--- src/rtl/burst_seq_pkg.sv ---
package burst_seq_pkg;

    localparam int BEAT_W = 2;
    localparam int BEATS  = 1 << BEAT_W;

    typedef enum logic [BEAT_W-1:0] {
        BEAT_0 = 2'd0,
        BEAT_1 = 2'd1,
        BEAT_2 = 2'd2,
        BEAT_3 = 2'd3
    } beat_e;

    typedef enum logic {
        ORDER_LINEAR     = 1'b0,
        ORDER_INTERLEAVE = 1'b1
    } order_e;

    typedef struct packed {
        logic load;
        logic step;
    } seq_ctl_t;

endpackage

--- src/rtl/burst_load_decode.sv ---
module burst_load_decode
    import burst_seq_pkg::*;
(
    input  logic     ctrl_strobe_n,
    input  logic     proc_strobe_n,
    input  logic     chip_en_n,
    input  logic     adv_n,
    output seq_ctl_t ctl
);

    logic ctrl_load;
    logic proc_load;

    // Controller strobe ignores chip enable; processor strobe needs it.
    always_comb begin
        ctrl_load = ~ctrl_strobe_n;
        proc_load = ~proc_strobe_n & ~chip_en_n;
        ctl.load  = ctrl_load | proc_load;
        ctl.step  = ~ctl.load & ~adv_n;
    end

endmodule

--- src/rtl/burst_beat_fsm.sv ---
module burst_beat_fsm
    import burst_seq_pkg::*;
(
    input  logic              clk,
    input  logic              rst,
    input  seq_ctl_t          ctl,
    output logic [BEAT_W-1:0] beat_cnt
);

    beat_e state_q;
    beat_e state_d;

    // State register
    always_ff @(posedge clk) begin
        if (rst) begin
            state_q <= BEAT_0;
        end else begin
            state_q <= state_d;
        end
    end

    // Transitions: load, step (with wrap), hold
    always_comb begin
        state_d = state_q;
        if (ctl.load) begin
            state_d = BEAT_0;
        end else if (ctl.step) begin
            unique case (state_q)
                BEAT_0: state_d = BEAT_1;
                BEAT_1: state_d = BEAT_2;
                BEAT_2: state_d = BEAT_3;
                BEAT_3: state_d = BEAT_0;
                default: state_d = BEAT_0;
            endcase
        end
    end

    // Outputs
    always_comb begin
        unique case (state_q)
            BEAT_0: beat_cnt = 2'd0;
            BEAT_1: beat_cnt = 2'd1;
            BEAT_2: beat_cnt = 2'd2;
            BEAT_3: beat_cnt = 2'd3;
            default: beat_cnt = 2'd0;
        endcase
    end

endmodule

--- src/rtl/burst_addr_reg.sv ---
module burst_addr_reg #(
    parameter int ADDR_W = 15
) (
    input  logic              clk,
    input  logic              rst,
    input  logic              load,
    input  logic [ADDR_W-1:0] addr_in,
    output logic [ADDR_W-1:0] addr_q
);

    always_ff @(posedge clk) begin
        if (rst) begin
            addr_q <= '0;
        end else if (load) begin
            addr_q <= addr_in;
        end
    end

endmodule

--- src/rtl/burst_order_map.sv ---
module burst_order_map
    import burst_seq_pkg::*;
(
    input  logic [BEAT_W-1:0] start_lo,
    input  logic [BEAT_W-1:0] beat_cnt,
    input  logic              order_sel,
    output logic [BEAT_W-1:0] addr_lo
);

    logic [BEAT_W-1:0] lo_interleave;
    logic [BEAT_W-1:0] lo_linear;

    // One XOR per low bit for interleaved order
    for (genvar g = 0; g < BEAT_W; g++) begin : g_xor
        assign lo_interleave[g] = start_lo[g] ^ beat_cnt[g];
    end

    // Linear order: modulo-BEATS add, the carry out drops naturally
    assign lo_linear = start_lo + beat_cnt;

    always_comb begin
        unique case (order_e'(order_sel))
            ORDER_INTERLEAVE: addr_lo = lo_interleave;
            ORDER_LINEAR:     addr_lo = lo_linear;
            default:          addr_lo = lo_linear;
        endcase
    end

endmodule

--- src/rtl/burst_addr_seq.sv ---
module burst_addr_seq
    import burst_seq_pkg::*;
#(
    parameter int ADDR_W = 15
) (
    input  logic              clk,
    input  logic              rst,
    input  logic [ADDR_W-1:0] addr_in,
    input  logic              ctrl_strobe_n,
    input  logic              proc_strobe_n,
    input  logic              chip_en_n,
    input  logic              adv_n,
    input  logic              order_sel,
    output logic [ADDR_W-1:0] word_addr
);

    localparam int UPPER_W = ADDR_W - BEAT_W;

    seq_ctl_t          ctl;
    logic [ADDR_W-1:0] addr_q;
    logic [BEAT_W-1:0] beat_cnt;
    logic [BEAT_W-1:0] addr_lo;
    logic [UPPER_W-1:0] addr_hi;

    burst_load_decode u_decode (
        .ctrl_strobe_n (ctrl_strobe_n),
        .proc_strobe_n (proc_strobe_n),
        .chip_en_n     (chip_en_n),
        .adv_n         (adv_n),
        .ctl           (ctl)
    );

    burst_addr_reg #(.ADDR_W(ADDR_W)) u_areg (
        .clk     (clk),
        .rst     (rst),
        .load    (ctl.load),
        .addr_in (addr_in),
        .addr_q  (addr_q)
    );

    burst_beat_fsm u_fsm (
        .clk      (clk),
        .rst      (rst),
        .ctl      (ctl),
        .beat_cnt (beat_cnt)
    );

    burst_order_map u_map (
        .start_lo  (addr_q[BEAT_W-1:0]),
        .beat_cnt  (beat_cnt),
        .order_sel (order_sel),
        .addr_lo   (addr_lo)
    );

    assign addr_hi   = addr_q[ADDR_W-1:BEAT_W];
    assign word_addr = {addr_hi, addr_lo};

endmodule

--- config.mk ---
export PLATFORM = sky130hd
export DESIGN_NAME = burst_addr_seq
export DESIGN_NICKNAME = d
export VERILOG_FILES = /design/src/rtl/burst_seq_pkg.sv /design/src/rtl/burst_load_decode.sv /design/src/rtl/burst_beat_fsm.sv /design/src/rtl/burst_addr_reg.sv /design/src/rtl/burst_order_map.sv /design/src/rtl/burst_addr_seq.sv
export SDC_FILE = /design/constraint.sdc
export NUM_CORES = 1
export LEC_CHECK = 0
export BUFFER_PORTS_ARGS = -buffer_cell sky130_fd_sc_hd__buf_2
export CORE_MARGIN = 2
export CORE_UTILIZATION = 35
export DETAILED_ROUTE_END_ITERATION = 10
export MAX_ROUTING_LAYER = met4
export PLACE_DENSITY = 0.72
export SLEW_MARGIN = 10
export SYNTH_ARGS = -nofsm -noshare
export SYNTH_HDL_FRONTEND = slang
export SYNTH_HIERARCHICAL = 1
export SYNTH_SLANG_ARGS = --single-unit
--- constraint.sdc ---
create_clock -name clk -period 1.5 [get_ports clk]
set_input_delay 0.075 -clock clk [delete_from_list [all_inputs] [get_ports clk]]
set_output_delay 0.075 -clock clk [all_outputs]
set_load 0.05 [all_outputs]
# After elaboration in Yosys (flattened, before gate mapping)
# Cells that the tools add are included.
[word_totals]
regBits = 17
output_inout_bits = 15
wordCells = 22
[classes]
addsub = 1
n_eq_ne = 3
muxes = 3
n_bitwise = 11
reduce_logical = 2
[ops]
columns = ["cell", "n"]
rows = [
  ["$pmux W2 S4", 2],
  ["$not A1 Y1", 6],
  ["$eq A2 B2 Y1 const B", 2],
  ["$pmux W2 S2", 1],
  ["$add A2 B2 Y2", 1],
  ["$and A1 B1 Y1", 2],
  ["$eq A2 B1 Y1 const B", 1],
  ["$logic_not A2 Y1", 1],
  ["$reduce_or A2 Y1", 1],
  ["$xor A1 B1 Y1", 2],
  ["$or A1 B1 Y1", 1],
]

# Logic depth before layout (Yosys ltp)
# Gate-level depths: netlist of the first run.
[logic_depth]
word_depth = 5
depth_mapped = 7

# Cells and area by module
# The synthesis of the first run kept the hierarchy.
[by_module_without_submodules]
columns = ["mod", "instances", "cells_each", "area_per_inst_um2", "seq_area_each_um2"]
rows = [
  ["burst_addr_reg", 1, 48, 541.8, 300.3],
  ["burst_beat_fsm", 1, 16, 155.1, 40.0],
  ["burst_order_map", 1, 4, 36.3, 0.0],
  ["burst_load_decode", 1, 2, 12.5, 0.0],
]

# Worst setup path after synthesis of the first run
# No wires, ideal clock.
[synth_path]
path_kind = "flip-flop to output port"
startpoint = "register u_fsm.state_q[0]"
endpoint = "output port word_addr[1]"
arrival_time_ns = 1.896
setup_slack_ns = -0.471
path_stages_with_launch = 6
path_buffers = 0
cell_sequence = "dfxtp_1 inv_1 ha_1 or2_2 xnor2_1 xnor2_1"
[synth_between]
elab_chain_cells = 4
elab_cells_between_ends = 8
classes_between = "add/sub: 1; eq/ne: 3; mux: 2; bitwise: 1; reduce/logical: 1"
[synth_lines]
columns = ["item", "line_no", "text"]
rows = [
  ["start: declaration", "burst_beat_fsm.sv:10", "beat_e state_q;"],
  ["start signal: assignment", "burst_beat_fsm.sv:18", "state_q <= state_d;"],
  ["$eq A2 B2 Y1, or another cell as far along", "burst_beat_fsm.sv:40", "unique case (state_q)"],
  ["$pmux W2 S4 (*)", "burst_beat_fsm.sv:40", ""],
  ["named net beat_cnt[1]", "burst_addr_seq.sv:21", "logic [BEAT_W-1:0] beat_cnt;"],
  ["$add A2 B2 Y2 / $xor A1 B1 Y1 (equally long branches)", "burst_order_map.sv:19, burst_order_map.sv:15", ""],
  ["$pmux W2 S2 (*)", "burst_order_map.sv:22", "unique case (order_e'(order_sel))"],
  ["end: declaration", "burst_addr_seq.sv:14", "output logic [ADDR_W-1:0] word_addr"],
]
# The timed path passes the listed nets; every way through them passes the cells marked *.

# Worst setup path after layout of the first run
# Ends and elaborated chain as after synthesis.

==> run summary, run 1 <==
Drt pass-1 iters = 4
Post-Syn Area per Cell = 10.65 sq um
Fillers = 177
Endpoints failing hold = 0
Reg-to-Reg End = u_fsm/state_q[0]
Post-Syn Area = 745.7 sq um
Internal reg-to-reg setup slack = 0.39 ns
Sequential area share after synthesis = 45.64%
Design Area, Final = 1136 sq um
IO buf count = 36
WHS Endpoint = u_areg/addr_q[3]
Clock network power share = 23.8%
Largest net degree at the start of global routing = 18
Cells taking the most area after synthesis = dfxtp_1, mux2i_1, nor2_1
Cells on worst reg2reg path = 5
Post-synthesis cell count = 70
Post-CTS setup buffer count = 0
Clock edge transition at the registers on the reported setup and hold paths = 0.09 ns
IO Pins = 37
RD Place Congestion = 0.7621
Max Clock Freq = 583.9 MHz
Critical Path End Type = output pin
Post-synth EDFFs = 0
H-tree depth = 1
Top cell type's share of synthesized area = 45.64%
Asr flop ratio synth = 0%
Critical Path RT = 1.42 ns
Status = finished with violations
CTS buffer count = 3
Post-Place Cells = 134
Leak = 0.0005531 uW
DRC errors left = 0
Die footprint = 2516 sq um
Die width = 50.16 um
Vias in the first global route = 636
Finish-stage setup viols = 2
Root buf cell = clkbuf_4
ANT cells = 0
Setup_tns = -0.2142 ns
Clk sinks = 17
MaxCap Viol Count = 0
Layout cell share with drive strength beyond 1 = 55.86%
HPWL after DPL = 1154 um
Total core area = 1982 sq um
Worst R2R Start = u_fsm/state_q[0]
HP Start = addr_in[3]
Comb pwr share = 25.6%
Clock latency on the worst-skew pair = 0.27 ns
CTS tree = yes
Worst Clk Skew = 0.00002623 ns
Arrival @ worst endpoint = 1.64 ns
Post-Syn Nets = 97
DR iter-0 viols = 3
GRT Overall Usage = 13.42%
Final setup margin = -0.2126 ns
Crit path time final = 1.713 ns
Clock Path Buffers = 2
P_sw = 305.2 uW
Rows = 16
First-pass GRT wire length = 2587 um
P&R area growth vs syn = 52.35%
Top cell type by total area after synthesis = dfxtp_1
Hold Path Class = input pin to flip-flop
Kind of critical path = flip-flop to output pin
CP Launch Point = u_fsm/state_q[0]
Max FO, Critical Path = 4
List of most frequent post-synthesis cells = nor2_1, dfxtp_1, mux2i_1, ha_1
Internal power = 665.5 uW
Placed cell area = 982.2 sq um
Post-layout util = 57.32%
Wirelength per Cell = 10.46 um
Final Max Slew Viols = 0
Vias = 621
Final period util = 114.2%
Peak VDD IR = 561.9 uV
Antenna viol nets, final = 0
Most numerous cell in the Yosys netlist = nor2_1
DR vias/cell = 4.500
Reg power frac = 50.7%
Nets = 139
Syn. warnings = 6
Worst Tran Pin Value = 0.3105 ns
Grt ovf = 0
Die Ht = 50.16 um
Hold_buf cts = 0
Synth cell types = 15
Initial cell density of the core = 37.63%
Layout Cells excl Fill = 138
#FFs+latches synth = 17
Primary FF master, synth = dfxtp_1
Final WL = 1444 um
Sw Ratio = 31.45%
Min-Delay Path Depth = 3
Failing checks = setup timing
RSZ-0062 raised after global routing = yes
P per Cell Area = 854.4 nW/um^2
CP Launch Type = flip-flop
Slew HR = 79.30%
Initial antenna violation count = 0
-- state kept, by name, indices dropped and copies added, names as in the netlist --
signal	flops
u_areg/addr_q	15
u_fsm/state_q	2
-- power groups by stage --
| stage | clock, uW | sequential (uW) | combinational, uW |
|---|---|---|---|
| floorplan | 0 | 584 | 94.8 |
| detailed placement | 0 | 503 | 235 |
| CTS | 248 | 492 | 247 |
| global placement | 0 | 502 | 231 |
| global route | 259 | 496 | 266 |
| finish | 231 | 492 | 248 |
-- through the flow --
stage / total power [uW] / worst slack (ns) / hold WS (ns)
final: 970.7 / -0.2126 / 0.02727
after detailed placement: 738.5 / -0.2333 / 0.3184
after floorplan: 678.3 / 0.002745 / 0.1411
after global routing: 1021 / -0.2805 / 0.01676
after CTS: 987.4 / -0.2474 / 0.01754
after global placement: 733.2 / -0.1392 / 0.3082
-- cell type report --
class	instances	area [sq um]	share of cell area (%)
Timing Repair Buffer	40	226.5	19.93
Clock buffer	3	22.52	1.982
Sequential cell	17	347.8	30.62
Inverter	2	12.51	1.101
Tap cell	27	33.78	2.974
Multi-Input combinational cell	48	488.0	42.95
Clock inverter	1	5.005	0.4405
-- critical path, stage by stage (launching register included) --
cell	delay [ns]
dfxtp_4	0.41
inv_4	0.06
ha_4	0.15
or2_4	0.25
xnor2_4	0.19
xnor2_4	0.13
buf_6	0.17
-- layer usage --
metal	part of all wire (%)	GRT usage (%)
met5	0	-
met2	55	26.32
met3	4.8	2.083
met4	0.55	4.167
met1	40	13.30
-- placed cells by master, fill, tap and decap left out --
cell type / instances
clkinv_2: 1
nor2_4: 2
o21ai_2: 1
buf_8: 1
or2_4: 1
nor4_2: 1
nor3_1: 1
dfxtp_4: 2
ha_4: 5
dfxtp_1: 15
nor2_1: 17
inv_4: 2
buf_6: 1
buf_4: 4
clkbuf_4: 3
nor2b_4: 1
buf_2: 34
xnor2_4: 2
nor3b_2: 1
mux2i_1: 16
-- logic make-up (layout without fill, tap and decap cells) --
logic type               after synthesis  count (layout)  share of synthesized area, %
AND/OR/NAND/NOR                       24              24                         15.27
flip-flops                            17              17                         45.64
multiplexers                          16              16                         21.48
adder cells (fa/ha/maj)                5               5                         8.389
buffers and inverters                  5              46                         5.705
XOR/XNOR                               2               2                         2.349
AO/OA/AOI/OAI                          1               1                         1.175
-- worst max-delay path by stage --
stage,cells after the start,to,slack [ns]
2_1_floorplan,5,word_addr[1],0.003
3_3_place_gp,7,word_addr[1],-0.14
3_5_place_dp,7,word_addr[1],-0.23
4_1_cts,6,word_addr[1],-0.25
5_1_grt,6,word_addr[1],-0.28
6_report,6,word_addr[1],-0.21
-- timing repair --
action | in CTS | in global routing
setup endpoints to repair | 2 | 2
resized for setup | 18 | 12
pin swaps | 7 | 6
(Power assumes the default switching activity.)
==> run 2: changes to the inputs <==
==> constraint.sdc (replaced) <==
create_clock -name clk -period 1.5 [get_ports clk]
set_input_delay 0.225 -clock clk [delete_from_list [all_inputs] [get_ports clk]]
set_output_delay 0.225 -clock clk [all_outputs]
set_load 0.05 [all_outputs]
==> run summary, run 2 (synthesis results as in run 1) <==
Nets = 139
Worst Clk Skew = 0.0001323 ns
Hold Path Class = input pin to flip-flop
Final period util = 124.2%
Clock network power share = 24.4%
Sw Ratio = 31.60%
RD Place Congestion = 0.6267
Clock Path Buffers = 2
Crit path time final = 1.863 ns
Root buf cell = clkbuf_4
P_sw = 309.1 uW
Die width = 50.16 um
CTS tree = yes
RSZ-0062 raised after global routing = yes
Vias in the first global route = 633
Design Area, Final = 1110 sq um
MaxCap Viol Count = 0
Layout Cells excl Fill = 138
Max FO, Critical Path = 4
Worst Tran Pin Value = 0.3075 ns
Total core area = 1982 sq um
Kind of critical path = flip-flop to output pin
Antenna viol nets, final = 0
Leak = 0.0005452 uW
Commonest non-fill, non-tap cell in the layout = buf_2
DRC errors left = 0
Initial antenna violation count = 0
Finish-stage setup viols = 2
IO buf count = 36
CTS buffer count = 3
Rows = 16
Final setup margin = -0.3626 ns
Die footprint = 2516 sq um
Largest net degree at the start of global routing = 18
ANT cells = 0
CP Launch Type = flip-flop
Reg power frac = 50.2%
Arrival @ worst endpoint = 1.64 ns
Clock edge transition at the registers on the reported setup and hold paths = 0.10 ns
Wirelength per Cell = 10.92 um
First-pass GRT wire length = 2497 um
P per Cell Area = 881.4 nW/um^2
Final Max Slew Viols = 0
Internal power = 669.1 uW
Failing checks = setup timing
Peak VDD IR = 603.1 uV
Critical Path End Type = output pin
Post-Place Cells = 134
Layout cell share with drive strength beyond 1 = 54.95%
DR vias/cell = 4.486
H-tree depth = 1
DR iter-0 viols = 5
Slew HR = 79.50%
Status = finished with violations
Top flop regs = u_areg/addr_q x15, u_fsm/state_q x2
Initial cell density of the core = 37.63%
Drt pass-1 iters = 2
Max Clock Freq = 536.9 MHz
P&R area growth vs syn = 48.82%
Clock latency on the worst-skew pair = 0.27 ns
Final WL = 1507 um
HPWL after DPL = 1134 um
Placed cell area = 1012 sq um
GRT Overall Usage = 13.29%
Most flops, register = u_areg/addr_q
IO Pins = 37
Max reg flops = 15
Critical Path RT = 1.27 ns
Vias = 619
Endpoints failing hold = 0
Commonest cells after routing, fill and taps aside = buf_2, nor2_1, mux2i_1, dfxtp_1, buf_4
Comb pwr share = 25.4%
Grt ovf = 0
Clk sinks = 17
Die Ht = 50.16 um
run 2: changes by cell type in the layout (fill, tap and decap cells not counted), sizes merged:
cell,previous run,this run
clkbuf,3,4
clkinv,1,0
run 2: area by class of cell:
cell class              instances  area [sq um]
flip-flops and latches         17         347.8
repair buffers                 40         226.5
clock buffers                   4         26.28
inverters                       2         7.507
multi-input cells              48         467.9
fillers                       181         872.1
well taps                      27         33.78
run 2: final timing paths:
check             cells past startpoint                end               from  slack (ns)
setup / recovery                      7       word_addr[1]   u_fsm/state_q[1]       -0.36
hold / removal                        3  u_areg/addr_q[13]        addr_in[13]        0.17
setup reg to reg                      5   u_fsm/state_q[0]   u_fsm/state_q[0]        0.38
hold reg to reg                       2  u_areg/addr_q[13]  u_areg/addr_q[13]        0.50
run 2: critical path: stages, from the launching register on:
cell and delay (ns):
dfxtp_4 0.39, ha_2 0.21, nor2_4 0.05, nor2_4 0.12, ha_4 0.13, nor2b_4 0.17, xnor2_4 0.12, buf_6 0.17
run 2: power groups by stage:
stage / logic, uW / clock network, uW / registers (uW)
floorplan: 97.7 / 0 / 585
global placement: 234 / 0 / 503
detailed placement: 239 / 0 / 504
CTS: 245 / 249 / 494
global route: 264 / 268 / 496
finish: 248 / 239 / 491
run 2: what timing repair did:
item | in CTS | in global routing
endpoints found under the setup margin | 2 | 2
hold buffers | 0 | 0
gates resized for setup | 6 | 11
pin swaps | 1 | 4
buffers inserted | 0 | 0
gates cloned | 0 | 0
run 2: per-stage QoR:
stage / TNS [ns] / utilization [%] / hold WS (ns) / power, uW / setup slack (ns)
2_1_floorplan: -0.03129 / - / 0.2911 / 682.5 / -0.03129
6_report: -0.5103 / 56.00 / 0.1736 / 978.2 / -0.3626
3_5_place_dp: -0.1623 / 51.07 / 0.4723 / 743.2 / -0.1623
4_1_cts: -0.5782 / 53.16 / 0.1712 / 988.6 / -0.3770
5_1_grt: -0.6626 / 56.00 / 0.1661 / 1028 / -0.4550
3_3_place_gp: -0.1402 / 51.07 / 0.4595 / 737.5 / -0.1402
run 2: metal layers:
metal / up-vias / GRT usage (%) / share of wire (%)
li1: 312 / - / -
met1: 287 / 13.09 / 40
met2: 18 / 25.00 / 54
met3: 2 / 1.786 / 4.3
met4: 0 / 6.944 / 0.93
met5: - / - / 0
==> run 3: changes to the inputs <==
--- a/config.mk
+++ b/config.mk
@@ -7,10 +7,10 @@
 export LEC_CHECK = 0
 export BUFFER_PORTS_ARGS = -buffer_cell sky130_fd_sc_hd__buf_2
 export CORE_MARGIN = 2
-export CORE_UTILIZATION = 35
+export CORE_UTILIZATION = 43
 export DETAILED_ROUTE_END_ITERATION = 10
 export MAX_ROUTING_LAYER = met4
-export PLACE_DENSITY = 0.72
+export PLACE_DENSITY = 0.84
 export SLEW_MARGIN = 10
 export SYNTH_ARGS = -nofsm -noshare
 export SYNTH_HDL_FRONTEND = slang
==> run summary, run 3 (synthesis results as in run 1) <==
Final period util = 125.4%
Fillers = 151
Die footprint = 2083 sq um
P&R area growth vs syn = 41.61%
DR vias/cell = 4.858
ANT cells = 0
Drt pass-1 iters = 3
Antenna viol nets, final = 0
HPWL after DPL = 1151 um
Placed cell area = 1005 sq um
Vias in the first global route = 605
Critical Path Most Common Cell = xnor2_4
Critical Path End Type = output pin
Crit path largest cell delay = 0.37 ns
Crit path time final = 1.881 ns
Initial cell density of the core = 44.64%
Worst Clk Skew = 0.0003853 ns
Worst hold slack = 0.1625 ns
Largest net degree at the start of global routing = 18
Peak VDD IR = 457.3 uV
First-pass GRT wire length = 2408 um
H-tree depth = 1
Clock latency on the worst-skew pair = 0.29 ns
Hold Path Class = input pin to flip-flop
Root buf cell = clkbuf_4
Finish-stage setup viols = 2
IO Pins = 37
CP max-delay cell = dfxtp_4
RD Place Congestion = 0.7093
Max reg flops = 15
Die width = 45.65 um
Commonest cells after routing, fill and taps aside = buf_2, nor2_1, mux2i_1, dfxtp_1, ha_2
Final setup margin = -0.3809 ns
Design Area, Final = 1056 sq um
Min-Delay Path Depth = 3
P per Cell Area = 933.9 nW/um^2
Initial antenna violation count = 0
Post-CTS setup buffer count = 0
Max FO, Critical Path = 4
Clock edge transition at the registers on the reported setup and hold paths = 0.10 ns
Met3 GRT Util = 1.190%
DRC errors left = 0
Nets = 138
Critical Path RT = 1.27 ns
Setup_tns = -0.6000 ns
Wirelength per Cell = 11.83 um
Worst Tran Pin Value = 0.3420 ns
Most flops, register = u_areg/addr_q
Most Crowded Layer GR = met2
Internal reg-to-reg setup slack = 0.38 ns
MaxCap Viol Count = 0
Total core area = 1670 sq um
Kind of critical path = flip-flop to output pin
Crit path cell chain = ha_1, or2_4, xnor2_4, xnor2_4, buf_6
Cells on worst reg2reg path = 5
Die Ht = 45.65 um
Layout cell share with drive strength beyond 1 = 53.64%
DR iter-0 viols = 1
Met1 Use GR = 18.00%
GRT Overall Usage = 16.41%
Met2 usage = 29.01%
RSZ-0062 raised after global routing = yes
Endpoints failing hold = 0
Top flop regs = u_areg/addr_q x15, u_fsm/state_q x2
Rows = 15
Slew HR = 77.20%
Failing checks = setup timing
CP Launch Type = flip-flop
IO buf count = 36
Commonest non-fill, non-tap cell in the layout = buf_2
Arrival @ worst endpoint = 1.66 ns
CTS tree = yes
Leak = 0.0005433 uW
Final WL = 1502 um
Vias = 617
Clk sinks = 17
Status = finished with violations
Grt ovf = 0
Final Max Slew Viols = 0
Max Clock Freq = 531.7 MHz
CTS buffer count = 3
Clock Path Buffers = 2
==> run 3: repair_timing <==
action / in CTS / in global routing
endpoints found under the setup margin: 2 / 2
hold buffers: 0 / 0
resized for setup: 6 / 3
pin swaps: 3 / 0
cloned: 0 / 0
==> run 3: routing by layer <==
layer,routed length (um),share of wire (%),vias to the layer above
met5,0,0,-
met4,29,1.9,0
met3,55,3.7,4
met2,805,54,19
met1,612,41,283
li1,-,-,311
==> run 3: stage by stage <==
step | power, uW | worst slack (ns) | instances | utilization [%]
floorplan | 682.5 | -0.03129 | 70 | -
global placement | 740.3 | -0.1367 | 123 | 60.15
detailed placement | 746.6 | -0.1855 | 123 | 60.15
CTS | 1003 | -0.4103 | 127 | 62.70
global route | 1030 | -0.4436 | 127 | 63.22
finish | 986.2 | -0.3809 | 127 | 63.22
==> run 3: layout make-up <==
type | count | area, sq um | share of cell area, %
timing repair buffer | 39 | 231.5 | 21.92
tap | 17 | 21.27 | 2.014
multi-input combinational | 48 | 422.9 | 40.05
clock buffer | 3 | 22.52 | 2.133
clock inverter | 1 | 5.005 | 0.4739
sequential | 17 | 345.3 | 32.70
inverter | 2 | 7.507 | 0.7109
==> run 3: worst paths after layout <==
kind	startpoint	end
worst max-delay path	u_fsm/state_q[0]	word_addr[1]
worst max register to register	u_fsm/state_q[0]	u_fsm/state_q[0]
worst min-delay path	addr_in[11]	u_areg/addr_q[11]
worst min register to register	u_areg/addr_q[7]	u_areg/addr_q[7]
==> run 3: power breakdown <==
group	switching, uW	internal (uW)
clock	146	99.1
sequential	14.8	477
combinational	158	90.8
==> run 3: critical path: cells and delay by family, from the launching register on <==
family / cells / cell delay [ns]
adders and majority gates: 1 / 0.21
DFF: 1 / 0.37
xor gates and xnor gates: 2 / 0.34
and+or+nand+nor: 1 / 0.28
buffers and inverters: 1 / 0.17
